**config.mk**
```make
export PLATFORM = sky130hd
export DESIGN_NAME = frac_baud_gen
export DESIGN_NICKNAME = d
export VERILOG_FILES = /design/src/rtl/baud_pkg.sv /design/src/rtl/baud_regs.sv /design/src/rtl/baud_period.sv /design/src/rtl/baud_bitdiv.sv /design/src/rtl/frac_baud_gen.sv
export SDC_FILE = /design/constraint.sdc
export NUM_CORES = 1
export LEC_CHECK = 0
export BUFFER_PORTS_ARGS = -buffer_cell sky130_fd_sc_hd__buf_2
export CAP_MARGIN = 20
export CORE_AREA = 2 2 102 104
export DETAILED_ROUTE_END_ITERATION = 8
export DIE_AREA = 0 0 104 106
export GPL_TIMING_DRIVEN = 1
export PLACE_DENSITY_LB_ADDON = 0.12
export SLEW_MARGIN = 10
export SYNTH_ARGS = -nofsm -noshare
export SYNTH_HDL_FRONTEND = slang
export SYNTH_SLANG_ARGS = --single-unit
```
**constraint.sdc**
```tcl
create_clock -name clk -period 6.94 [get_ports clk]
set_clock_uncertainty 0.15 [all_clocks]
set_input_delay 1.388 -clock clk [delete_from_list [all_inputs] [get_ports clk]]
set_output_delay 1.388 -clock clk [all_outputs]
set_load 0.03 [all_outputs]
```
**src/rtl/baud_pkg.sv**
```systemverilog
package baud_pkg;

    typedef enum logic [1:0] {
        ST_IDLE    = 2'd0,
        ST_COUNT   = 2'd1,
        ST_STRETCH = 2'd2
    } gen_state_e;

    localparam logic [1:0] ADDR_DIV_LO = 2'd0;
    localparam logic [1:0] ADDR_DIV_HI = 2'd1;
    localparam logic [1:0] ADDR_FRAC   = 2'd2;

    // Sample strobes per bit strobe, minus one: 00 -> 16, 01 -> 8, 1x -> 4
    function automatic logic [3:0] ratio_m1(input logic [1:0] mode);
        logic [3:0] r;
        unique case (mode)
            2'b00:   r = 4'd15;
            2'b01:   r = 4'd7;
            default: r = 4'd3;
        endcase
        return r;
    endfunction

endpackage

```
**src/rtl/baud_regs.sv**
```systemverilog
module baud_regs
    import baud_pkg::*;
#(
    parameter int BYTE_W = 8,
    parameter int FRAC_W = 4,
    parameter int MODE_W = 2,
    localparam int DIV_W = 2 * BYTE_W
) (
    input  logic              clk,
    input  logic              rst_n,
    input  logic              wr_en,
    input  logic [1:0]        wr_addr,
    input  logic [BYTE_W-1:0] wr_data,
    input  logic              ext_en,
    output logic [DIV_W-1:0]  div_q,
    output logic [FRAC_W-1:0] frac_q,
    output logic [MODE_W-1:0] mode_q
);

    logic [BYTE_W-1:0] lo_q;
    logic [BYTE_W-1:0] hi_q;

    always_ff @(posedge clk or negedge rst_n) begin
        if (!rst_n) begin
            lo_q   <= '0;
            hi_q   <= '0;
            frac_q <= '0;
            mode_q <= '0;
        end else if (wr_en) begin
            unique case (wr_addr)
                ADDR_DIV_LO: lo_q <= wr_data;
                ADDR_DIV_HI: hi_q <= wr_data;
                ADDR_FRAC: begin
                    if (ext_en) begin
                        frac_q <= wr_data[FRAC_W-1:0];
                        mode_q <= wr_data[FRAC_W +: MODE_W];
                    end
                end
                default: ;
            endcase
        end
    end

    assign div_q = {hi_q, lo_q};

    // locked fraction register ignores writes
    assert_frac_locked_R4: assert property (@(posedge clk) disable iff (!rst_n)
        (wr_en && wr_addr == ADDR_FRAC && !ext_en) |=> ($stable(frac_q) && $stable(mode_q)));

endmodule

```
**src/rtl/baud_period.sv**
```systemverilog
module baud_period
    import baud_pkg::*;
#(
    parameter int DIV_W  = 16,
    parameter int FRAC_W = 4,
    parameter int MODE_W = 2
) (
    input  logic              clk,
    input  logic              rst_n,
    input  logic [DIV_W-1:0]  pend_div,
    input  logic [FRAC_W-1:0] pend_frac,
    input  logic [MODE_W-1:0] pend_mode,
    output logic              sample_tick,
    output logic              period_end,
    output logic              stopping,
    output logic [MODE_W-1:0] act_mode
);

    gen_state_e        state_q, state_d;
    logic [DIV_W-1:0]  cnt_q;
    logic [FRAC_W-1:0] acc_q;
    logic              stretch_q;
    logic [FRAC_W:0]   sum;
    logic              load;

    always_comb begin
        sum        = {1'b0, acc_q} + {1'b0, pend_frac};
        period_end = (state_q == ST_COUNT && cnt_q == '0 && !stretch_q)
                   || (state_q == ST_STRETCH);
        load       = (state_q == ST_IDLE || period_end) && (pend_div != '0);
        stopping   = period_end && (pend_div == '0);
    end

    always_comb begin
        state_d = state_q;
        unique case (state_q)
            ST_IDLE:    if (load) state_d = ST_COUNT;
            ST_COUNT: begin
                if (cnt_q == '0) begin
                    if (stretch_q)  state_d = ST_STRETCH;
                    else if (load)  state_d = ST_COUNT;
                    else            state_d = ST_IDLE;
                end
            end
            ST_STRETCH: state_d = load ? ST_COUNT : ST_IDLE;
            default:    state_d = ST_IDLE;
        endcase
    end

    always_ff @(posedge clk or negedge rst_n) begin
        if (!rst_n) state_q <= ST_IDLE;
        else        state_q <= state_d;
    end

    always_ff @(posedge clk or negedge rst_n) begin
        if (!rst_n) begin
            cnt_q     <= '0;
            acc_q     <= '0;
            stretch_q <= 1'b0;
            act_mode  <= '0;
            sample_tick <= 1'b0;
        end else begin
            sample_tick <= period_end;
            if (load) begin
                cnt_q     <= pend_div - 1'b1;
                stretch_q <= sum[FRAC_W];
                acc_q     <= sum[FRAC_W-1:0];
                act_mode  <= pend_mode;
            end else if (state_q == ST_COUNT && cnt_q != '0) begin
                cnt_q <= cnt_q - 1'b1;
            end else if (stopping) begin
                acc_q     <= '0;
                stretch_q <= 1'b0;
            end
        end
    end

    // the stretch lasts a single clock
    assert_single_stretch_R2: assert property (@(posedge clk) disable iff (!rst_n)
        (state_q == ST_STRETCH) |=> (state_q != ST_STRETCH));

    // settings loaded for a period hold until its boundary
    assert_mid_period_hold_R7: assert property (@(posedge clk) disable iff (!rst_n)
        (state_q == ST_COUNT && cnt_q != '0) |=> ($stable(act_mode) && $stable(stretch_q)));

    // an idle generator stays quiet
    assert_idle_quiet_R6: assert property (@(posedge clk) disable iff (!rst_n)
        (state_q == ST_IDLE && $past(state_q == ST_IDLE)) |-> !sample_tick);

endmodule

```
**src/rtl/baud_bitdiv.sv**
```systemverilog
module baud_bitdiv
    import baud_pkg::*;
#(
    parameter int MODE_W = 2,
    parameter int CNT_W  = 4
) (
    input  logic              clk,
    input  logic              rst_n,
    input  logic              period_end,
    input  logic              stopping,
    input  logic [MODE_W-1:0] mode,
    output logic              bit_tick
);

    logic [CNT_W-1:0] sc_q;
    logic             match;

    assign match = (sc_q >= ratio_m1(mode));

    always_ff @(posedge clk or negedge rst_n) begin
        if (!rst_n) begin
            sc_q     <= '0;
            bit_tick <= 1'b0;
        end else begin
            bit_tick <= period_end && match;
            if (period_end) begin
                if (stopping || match) sc_q <= '0;
                else                   sc_q <= sc_q + 1'b1;
            end
        end
    end

endmodule

```
**src/rtl/frac_baud_gen.sv**
```systemverilog
module frac_baud_gen
    import baud_pkg::*;
#(
    parameter int BYTE_W = 8,
    parameter int FRAC_W = 4,
    parameter int MODE_W = 2,
    localparam int DIV_W = 2 * BYTE_W
) (
    input  logic              clk,
    input  logic              rst_n,
    input  logic              wr_en,
    input  logic [1:0]        wr_addr,
    input  logic [BYTE_W-1:0] wr_data,
    input  logic              ext_en,
    output logic              sample_tick,
    output logic              bit_tick
);

    logic [DIV_W-1:0]  div_w;
    logic [FRAC_W-1:0] frac_w;
    logic [MODE_W-1:0] mode_w;
    logic [MODE_W-1:0] act_mode_w;
    logic              period_end_w;
    logic              stopping_w;

    baud_regs #(.BYTE_W(BYTE_W), .FRAC_W(FRAC_W), .MODE_W(MODE_W)) u_regs (
        .clk(clk), .rst_n(rst_n), .wr_en(wr_en), .wr_addr(wr_addr),
        .wr_data(wr_data), .ext_en(ext_en),
        .div_q(div_w), .frac_q(frac_w), .mode_q(mode_w)
    );

    baud_period #(.DIV_W(DIV_W), .FRAC_W(FRAC_W), .MODE_W(MODE_W)) u_period (
        .clk(clk), .rst_n(rst_n), .pend_div(div_w), .pend_frac(frac_w),
        .pend_mode(mode_w), .sample_tick(sample_tick),
        .period_end(period_end_w), .stopping(stopping_w), .act_mode(act_mode_w)
    );

    baud_bitdiv #(.MODE_W(MODE_W), .CNT_W(4)) u_bitdiv (
        .clk(clk), .rst_n(rst_n), .period_end(period_end_w),
        .stopping(stopping_w), .mode(act_mode_w), .bit_tick(bit_tick)
    );

    // bit strobe only with a sample strobe
    assert_bit_on_sample_R3: assert property (@(posedge clk) disable iff (!rst_n)
        bit_tick |-> sample_tick);

endmodule

```
==> run_results.csv, run 1 <==
group,metric,value,unit
sta,max_freq,240,MHz
sta,setup_viol,0,
sta,min_period,4160,ps
setup_path,critPathLaunchType,"flip-flop",
floorplanning,num_rows,37,
cts,clockRootBuffer,"clkbuf_8",
cells_and_area,post-route-util,0.327,
cts,cts-resized-gates,0,
floorplanning,fp.dieW,104,um
synth,synth_nets,275,
grt,overflow,0,
min_path,min_path_type,"reg2reg",
sta,worst_pin_slew,695,ps
cts,clkTransAtPathRegs,110,ps
synth,ys_seq_area_frac,0.457,
detailed_routing,antenna_left,0,
detailed_routing,routed_wl,6.74,mm
synth,netlist_area,2900,um^2
synth,ys_types,57,
floorplanning,die-area,11000,um^2
pwr,peakVddDrop,0.000143,V
synth,ys_seq_elements,53,
pwr,total_power,1160,uW
synth,synth_top_family_by_area,"simple AND/OR/NAND/NOR gates",
cts,clk_latency,320,ps
sta,hold_ws,360,ps
cells_and_area,drive_gt1_frac,0.245,
setup_path,cp_data_required_time,6990,ps
cts,cts-buffers-inserted,5,
grt,grt_pass1_vias,2044,
cts,post_cts_buffers,0,
synth,syn_inst,252,
grt,grt_max_degree,54,
floorplanning,die_h,106,um
sta,tns,0,ps
synth,muxShareOfSynthArea,0.132,
placement,portBuffers,15,
cells_and_area,mostFrequentLayoutCells,"dfrtp_1 (53), mux2_2 (24), buf_2 (15)",
synth,synth_top_flop_cell,"dfrtp_1",
cells_and_area,num-nets-final,295,
cells_and_area,antenna_cells,0,
flow_run,cap_violations,0,
cts,ctsLongestPathBuffers,2,
cells_and_area,instances_no_fill,409,
setup_path,arrival,4210,ps
cells_and_area,layout_commonest_cell,"dfrtp_1",
setup_path,end_kind,"flip-flop",
placement,hpwl,5.00,mm
setup_path,path_class,"reg2reg",
sta,final_max_slew_viol_count,0,
detailed_routing,drt_iter0_markers,89,
setup_path,r2r-start,"u_regs.lo_q[0]$_DFFE_PN0P_",
detailed_routing,dr.pass1.iters,4,
synth,synth-xor-area-share,0.0695,
cts,cts_max_level,2,
synth,synth-compound-area-share,0.121,
synth,synthAdderAreaFrac,0.0414,
synth,synth_top_area_frac,0.457,
floorplanning,placeableCoreArea,10000,um^2
cts,clock-sinks,53,
min_path,min_from,"u_regs.mode_q[1]$_DFFE_PN0P_",
synth,avgSynthCellArea,11.5,um^2
placement,dpl.cell_count,401,
synth,yosys.area.top_type,"dfrtp_1",
floorplanning,start_util,0.290,
synth,synthTopCellsByArea,"dfrtp_1 (46%), mux2_2 (9.3%), xnor2_1 (3.6%)",
status,status,"finished clean",
sta,finalCritPeriodShare,0.600,
pwr,pwr_density_cell,356,nW/um^2
sta,hold_viol,0,
detailed_routing,drc,0,
sta,max_slew_margin,0.537,
pwr,p_leak,0.00136,uW
detailed_routing,post_drt_wl_per_cell,16.5,um
synth,synthSimpleGateAreaFrac,0.157,
sta,grt_setup_unrepaired,"no",
cts,cts_tree,"yes",
synth,yosysWarnings,0,
setup_path,startpoint,"u_regs.lo_q[0]$_DFFE_PN0P_",
grt,grt.total_usage,0.127,
cells_and_area,area_growth,12.7,%
detailed_routing,drt-vias-per-instance,4.87,
floorplanning,ioPinCount,16,
grt,antenna_found_initial,0,
placement,place_congestion,0.741,
synth,synthArstFlopShare,1.00,
grt,grt_pass1_wl,11.1,mm
cts,hold_buffers,0,
synth,synth_edf_count,0,
setup_path,crit_path_max_fanout,11,
detailed_routing,num_vias,1990,
## state kept, by name, indices dropped and copies added (netlist names)
signal and count:
u_bitdiv.bit_tick 1, u_bitdiv.sc_q 4, u_period.acc_q 4, u_period.act_mode 2
u_period.cnt_q 16, u_period.sample_tick 1, u_period.state_q 2, u_period.stretch_q 1
u_regs.frac_q 4, u_regs.hi_q 8, u_regs.lo_q 8, u_regs.mode_q 2
## synthesized netlist by cell type (4+ instances only)
master and instances:
mux2_2 24, nand3_1 7, a22o_1 4, xor2_1 11, nand2_1 9, inv_1 5, nor2_1 10, or4_1 4
o21ai_0 8, nor3_1 6, nand2b_1 4, xnor2_1 12, or2_2 5, nor4_1 9, ha_1 8, mux2i_1 10
dfrtp_1 53, a21oi_1 5
## power breakdown
group | switching (uW) | leakage, uW | internal (uW)
clock | 115 | 0.0000687 | 145
sequential | 104 | 0.000653 | 400
combinational | 208 | 0.000639 | 193
total | 426 | 0.00136 | 738
## metrics by stage
stage | instance area, um^2 | setup WS [ps]
6_report | 3270 | 2780
5_1_grt | 3270 | 2400
4_1_cts | 3270 | 2760
3_5_place_dp | 3130 | 2800
3_3_place_gp | 3120 | 2850
2_1_floorplan | 2900 | 3210
## worst paths after layout
kind	end	slack, ps	depth (start not counted)
setup / recovery	u_period.cnt_q[12]$_DFFE_PN0P_	2780	11
hold / removal	u_period.act_mode[1]$_DFFE_PN0N_	360	1
setup reg to reg	u_period.cnt_q[12]$_DFFE_PN0P_	2780	11
hold reg to reg	u_period.act_mode[1]$_DFFE_PN0N_	360	1
max in group asynchronous	u_period.cnt_q[1]$_DFFE_PN0P_	5130	2
min in group asynchronous	u_period.state_q[1]$_DFFE_PN0P_	1030	2
## critical path, stage by stage, from the launching register on
cell and delay (ps):
dfrtp_1 440, or4_1 670, nor4_4 280, nand2_1 310
nand2_2 300, mux2i_1 210, ha_1 260, or4b_2 680
or2_1 260, nor3_1 180, xnor2_1 180, mux2i_1 120
## kinds of logic after synthesis
logic type | count (synthesis)
AOI/OAI and AO/OA | 47
xor gates and xnor gates | 23
adders and majority gates | 9
buffers and inverters | 11
DFF | 53
muxes | 35
and+or+nand+nor | 74
## layout make-up
cell class | count | area (um^2)
flip-flops and latches | 53 | 1330
fillers | 1059 | 6730
clock inverters | 3 | 68.8
clock buffers | 5 | 68.8
multi-input cells | 188 | 1510
well taps | 136 | 170
inverters | 5 | 18.8
repair buffers | 19 | 105
## layer usage
metal / wire [um] / track usage / vias up
met5: 0 / 0 / -
met4: 66 / 0.0328 / 0
met3: 120 / 0.0166 / 5
met2: 3120 / 0.204 / 25
met1: 3440 / 0.182 / 980
li1: - / - / 980
No activity file was read; power rests on OpenSTA's default activity.
==> run 2, diff against run 1 <==
clock period = 4 ns   (was 6.94 ns; I/O delays follow)
==> run 2 against run 1 <==
Compared with the run above: maximum frequency up 11%; first-iteration DRC count shrank 47%; non-clock buffer count increased by 15; register-to-register slack worse by 2500 ps; flip-flop and latch count is the same; die area is the same; worst hold slack worse by 97 ps; core utilization is 0.99 points higher; cell count rose by 3.7%; sequential power rose by 72%; critical path type unchanged.
==> run_results.csv, run 2 (synthesis gave the netlist of run 1 again) <==
group,metric,value,unit
status,status,"finished clean",
sta,final_max_slew_viol_count,0,
cts,clock-sinks,53,
floorplanning,fp.dieW,104,um
sta,hold_viol,0,
floorplanning,num_rows,37,
placement,portBuffers,15,
detailed_routing,antenna_left,0,
cells_and_area,drive_gt1_frac,0.292,
cells_and_area,top_register,"u_period.cnt_q",
sta,tns,0,ps
setup_path,crit_path_max_fanout,11,
cts,clkTransAtPathRegs,100,ps
setup_path,end_kind,"flip-flop",
detailed_routing,routed_wl,6.91,mm
setup_path,worst-path-stages,13,
grt,antenna_found_initial,0,
pwr,p_leak,0.00142,uW
min_path,min_path_type,"in2async",
cells_and_area,fillers,1079,
sta,finalCritPeriodShare,0.940,
cts,cts-buffers-inserted,5,
sta,grt_setup_unrepaired,"no",
cts,cts_tree,"yes",
detailed_routing,drt-vias-per-instance,4.86,
detailed_routing,maxUsedRoutingLayer,"met4",
grt,grt_pass1_vias,2088,
pwr,pwr_density_cell,584,nW/um^2
cts,post_cts_buffers,0,
setup_path,arrival,3840,ps
setup_path,cp_top_family,"simple AND/OR/NAND/NOR gates",
floorplanning,die-area,11000,um^2
cts,cts_max_level,2,
setup_path,critPathSlowestCell,"or4b_1",
grt,grt_max_degree,42,
setup_path,r2r_cells,13,
detailed_routing,wl_met1,3.54,mm
setup_path,critPathMaxStageDelay,530,ps
cts,ctsLongestPathBuffers,2,
floorplanning,ioPinCount,16,
detailed_routing,drc,0,
floorplanning,placeableCoreArea,10000,um^2
cells_and_area,layout_commonest_cell,"dfrtp_1",
placement,hpwl,5.32,mm
detailed_routing,post_drt_wl_per_cell,16.3,um
detailed_routing,dr.pass1.iters,4,
setup_path,path_buf_inv,2,
grt,grt_pass1_wl,11.4,mm
cells_and_area,largest_register_ffs,16,
floorplanning,start_util,0.290,
detailed_routing,drt_iter0_markers,47,
grt,grt.total_usage,0.133,
detailed_routing,met2_length,3.15,mm
setup_path,cp_data_required_time,4080,ps
detailed_routing,met3WireLength,155,um
flow_run,cap_violations,0,
cells_and_area,antenna_cells,0,
sta,max_freq,266,MHz
pwr,peakVddDrop,0.000196,V
setup_path,crit_path_cell_trace,"nor4_1, buf_4, nand3b_2, o41ai_2, buf_4, a21oi_1, a21oi_1, ha_2, or4b_1, nor4_1, o21ai_0, or4_1, o211ai_1",
grt,overflow,0,
setup_path,path_class,"reg2reg",
detailed_routing,num_vias,2060,
floorplanning,die_h,106,um
placement,place_congestion,0.764,
cells_and_area,post-route-util,0.337,
setup_path,critPathLaunchType,"flip-flop",
cells_and_area,reg.largest.list,"u_period.cnt_q: 16 flops, u_regs.hi_q: 8 flops, u_regs.lo_q: 8 flops",
sta,setup_viol,0,
sta,min_period,3760,ps
sta,max_slew_margin,0.592,
cts,clockRootBuffer,"clkbuf_8",
cts,clk_latency,310,ps
cells_and_area,area_growth,16.1,%
sta,worst_pin_slew,607,ps
cells_and_area,mostFrequentLayoutCells,"dfrtp_1 (53), mux2_2 (24), buf_4 (18)",
cells_and_area,num-nets-final,310,
==> run 2: final timing paths <==
path                                                     from                          endpoint  slack, ps
worst max-delay path            u_period.cnt_q[9]$_DFFE_PN0P_    u_period.cnt_q[10]$_DFFE_PN0P_        240
worst min-delay path                                    rst_n    u_period.cnt_q[13]$_DFFE_PN0P_        260
worst max register to register  u_period.cnt_q[9]$_DFFE_PN0P_    u_period.cnt_q[10]$_DFFE_PN0P_        240
worst min register to register   u_regs.mode_q[1]$_DFFE_PN0P_  u_period.act_mode[1]$_DFFE_PN0N_        350
max in group asynchronous                               rst_n     u_period.acc_q[3]$_DFFE_PN0P_       2940
min in group clk                 u_regs.mode_q[1]$_DFFE_PN0P_  u_period.act_mode[1]$_DFFE_PN0N_        350
==> run 2: per-layer routing <==
| layer | GRT usage | vias to the layer above |
|---|---|---|
| met5 | 0 | - |
| met4 | 0.0319 | 0 |
| met3 | 0.0184 | 6 |
| met2 | 0.217 | 32 |
| met1 | 0.187 | 1008 |
| li1 | - | 1014 |
==> run 2: cell type report <==
type,instances,area (um^2),share of cell area
timing repair buffer,34,230,0.0684
multi-input combinational,188,1520,0.450
inverter,5,18.8,0.00557
clock buffer,7,96.3,0.0286
tap,136,170,0.0505
sequential,53,1330,0.394
clock inverter,1,8.76,0.00260
==> run 2: repair_timing <==
| action | CTS | global route |
|---|---|---|
| gates resized for setup | 0 | 2 |
| setup endpoints to repair | 0 | 2 |
| hold buffers | 0 | 0 |
==> run 2: through the flow <==
step	instances	area, um^2	total power, uW	worst slack (ps)	hold WS [ps]
floorplan	252	2900	1400	269	309
global placement	415	3240	1630	213	338
detailed placement	415	3240	1630	226	341
CTS	423	3340	1990	192	366
global route	424	3370	2120	10.4	276
finish	424	3370	1960	241	263
==> run 2: report_power, final <==
part	internal [uW]	total, uW	switching (uW)
registers	694	866	172
clock network	160	348	188
logic	376	750	374
==> run 3, diff against run 2 <==
clock period = 4.4 ns   (was 4 ns; I/O delays follow)
==> run 3 against run 2 <==
Compared with the run above: maximum frequency decreased by 6.1%; clock power increased by 13%; flip-flop and latch count unchanged; critical endpoint unchanged; sequential share of layout area increased by 0.59 points; via count decreased by 2.3%; first-iteration DRC count increased by 83%; clock-buffer cell count decreased by 2; cell count decreased by 1.9%; global-route usage about the same; worst setup slack improved by 150 ps; largest power group unchanged; non-clock buffer count decreased by 8; worst hold slack improved by 78 ps.
==> run_results.csv, run 3 (synthesis gave the netlist of run 1 again) <==
group,metric,value,unit
status,status,"finished clean",
setup_path,path_buf_inv,1,
detailed_routing,post_drt_wl_per_cell,16.2,um
cells_and_area,area_growth,14.4,%
setup_path,r2r-start,"u_regs.lo_q[0]$_DFFE_PN0P_",
placement,hpwl,5.15,mm
floorplanning,placeableCoreArea,10000,um^2
setup_path,crit_path_cell_trace,"or4_1, nor4_4, nand2_1, buf_4, nand2_2, mux2i_1, ha_1, or4b_1, nor4_1, o21ai_0, or4_1, o211ai_1",
setup_path,cp_top_family,"simple AND/OR/NAND/NOR gates",
cts,ctsLongestPathBuffers,2,
sta,max_freq,250,MHz
setup_path,arrival,4080,ps
floorplanning,fp.dieW,104,um
setup_path,critPathLaunchType,"flip-flop",
sta,min_period,4000,ps
detailed_routing,drt_iter0_markers,86,
sta,finalCritPeriodShare,0.910,
floorplanning,die_h,106,um
grt,grt_pass1_wl,11.4,mm
floorplanning,start_util,0.290,
sta,setup_slack,396,ps
pwr,total_power,1840,uW
cts,hold_buffers,0,
setup_path,worst-path-stages,12,
pwr,p_seq_frac,0.430,
cells_and_area,post-route-util,0.332,
placement,place_congestion,0.802,
min_path,min_path_type,"reg2reg",
grt,antenna_found_initial,0,
cells_and_area,top_register,"u_period.cnt_q",
detailed_routing,antenna_left,0,
cts,post_cts_buffers,0,
pwr,peakVddDrop,0.000182,V
setup_path,crit_path_max_fanout,6,
cts,cts_max_level,2,
cells_and_area,num-nets-final,302,
cells_and_area,reg.largest.list,"u_period.cnt_q: 16 flops, u_regs.hi_q: 8 flops, u_regs.lo_q: 8 flops",
sta,hold_viol,0,
setup_path,r2r_cells,12,
sta,max_slew_margin,0.525,
pwr,clkPwrFrac,0.214,
cts,cts_tree,"yes",
detailed_routing,drt-vias-per-instance,4.84,
cells_and_area,largest_register_ffs,16,
grt,grt_max_degree,29,
floorplanning,ioPinCount,16,
placement,pre_cts_slack,433,ps
pwr,switching_share,0.357,
setup_path,crit_top_cell,"or4_1",
flow_run,cap_violations,0,
setup_path,startpoint,"u_regs.lo_q[0]$_DFFE_PN0P_",
setup_path,cp-endpoint,"u_period.cnt_q[10]$_DFFE_PN0P_",
setup_path,cp_data_required_time,4480,ps
pwr,combPwrFrac,0.356,
sta,setup_viol,0,
min_path,min_from,"u_regs.mode_q[1]$_DFFE_PN0P_",
grt,grt_pass1_vias,2060,
setup_path,critPathMaxStageDelay,660,ps
cts,cts-resized-gates,0,
pwr,p_sw,654,uW
pwr,p_int,1180,uW
sta,tns,0,ps
placement,portBuffers,15,
grt,overflow,0,
setup_path,critPathSlowestCell,"or4_1",
setup_path,end_kind,"flip-flop",
cts,clkTransAtPathRegs,100,ps
setup_path,crit-reg2reg-capture,"u_period.cnt_q[10]$_DFFE_PN0P_",
sta,worst_pin_slew,707,ps
detailed_routing,dr.pass1.iters,4,
cts,clockRootBuffer,"clkbuf_8",
sta,final_max_slew_viol_count,0,
setup_path,r2r_setup_slack,400,ps
grt,grt.total_usage,0.133,
cells_and_area,layout_commonest_cell,"dfrtp_1",
detailed_routing,routed_wl,6.75,mm
pwr,pwr_density_cell,553,nW/um^2
pwr,p_leak,0.00139,uW
cells_and_area,antenna_cells,0,
sta,grt_setup_unrepaired,"no",
floorplanning,die-area,11000,um^2
cts,cts-buffers-inserted,5,
setup_path,path_class,"reg2reg",
cts,clock-sinks,53,
cts,clk_latency,310,ps
cells_and_area,drive_gt1_frac,0.264,
floorplanning,num_rows,37,
detailed_routing,drc,0,
cells_and_area,mostFrequentLayoutCells,"dfrtp_1 (53), mux2_2 (24), buf_2 (15)",
detailed_routing,num_vias,2013,
## run 3: changes by cell type in the layout (fill, tap and decap cells not counted), sizes merged
cell,change
bufinv,+2
buf,-8
inv,-1
clkinv,+1
clkbuf,-2
## run 3: layout make-up
cell class / count / area, um^2
clock buffers: 5 / 68.8
clock inverters: 3 / 65.1
fillers: 1070 / 6680
inverters: 5 / 18.8
multi-input cells: 188 / 1510
flip-flops and latches: 53 / 1330
well taps: 136 / 170
repair buffers: 26 / 158
## run 3: worst min-delay path by stage
stage                                       end  slack, ps  cells past startpoint
2_1_floorplan  u_period.act_mode[1]$_DFFE_PN0N_        310                      1
3_3_place_gp   u_period.act_mode[1]$_DFFE_PN0N_        330                      1
3_5_place_dp   u_period.act_mode[1]$_DFFE_PN0N_        320                      1
4_1_cts        u_period.act_mode[1]$_DFFE_PN0N_        350                      1
5_1_grt            u_regs.mode_q[0]$_DFFE_PN0P_        380                      1
6_report       u_period.act_mode[1]$_DFFE_PN0N_        340                      1
## run 3: metal layers
| layer | GRT usage | vias up | wire length (um) |
|---|---|---|---|
| met1 | 0.186 | 984 | 3400 |
| met4 | 0.0415 | 0 | 129 |
| met3 | 0.0221 | 10 | 139 |
| met5 | 0 | - | 0 |
| li1 | - | 995 | - |
| met2 | 0.211 | 24 | 3090 |
## run 3: power groups by stage
stage               Clock (uW)  Combinational (uW)  Sequential [uW]
floorplan                    0                 519              750
global placement             0                 657              803
detailed placement           0                 658              799
CTS                        409                 663              791
global route               432                 735              816
finish                     392                 654              790
## run 3: through the flow
| stage | instances | instance area, um^2 | hold WS (ps) |
|---|---|---|---|
| floorplan | 252 | 2900 | 309 |
| global placement | 407 | 3180 | 330 |
| detailed placement | 408 | 3180 | 324 |
| CTS | 416 | 3320 | 350 |
| global route | 416 | 3320 | 383 |
| finish | 416 | 3320 | 341 |
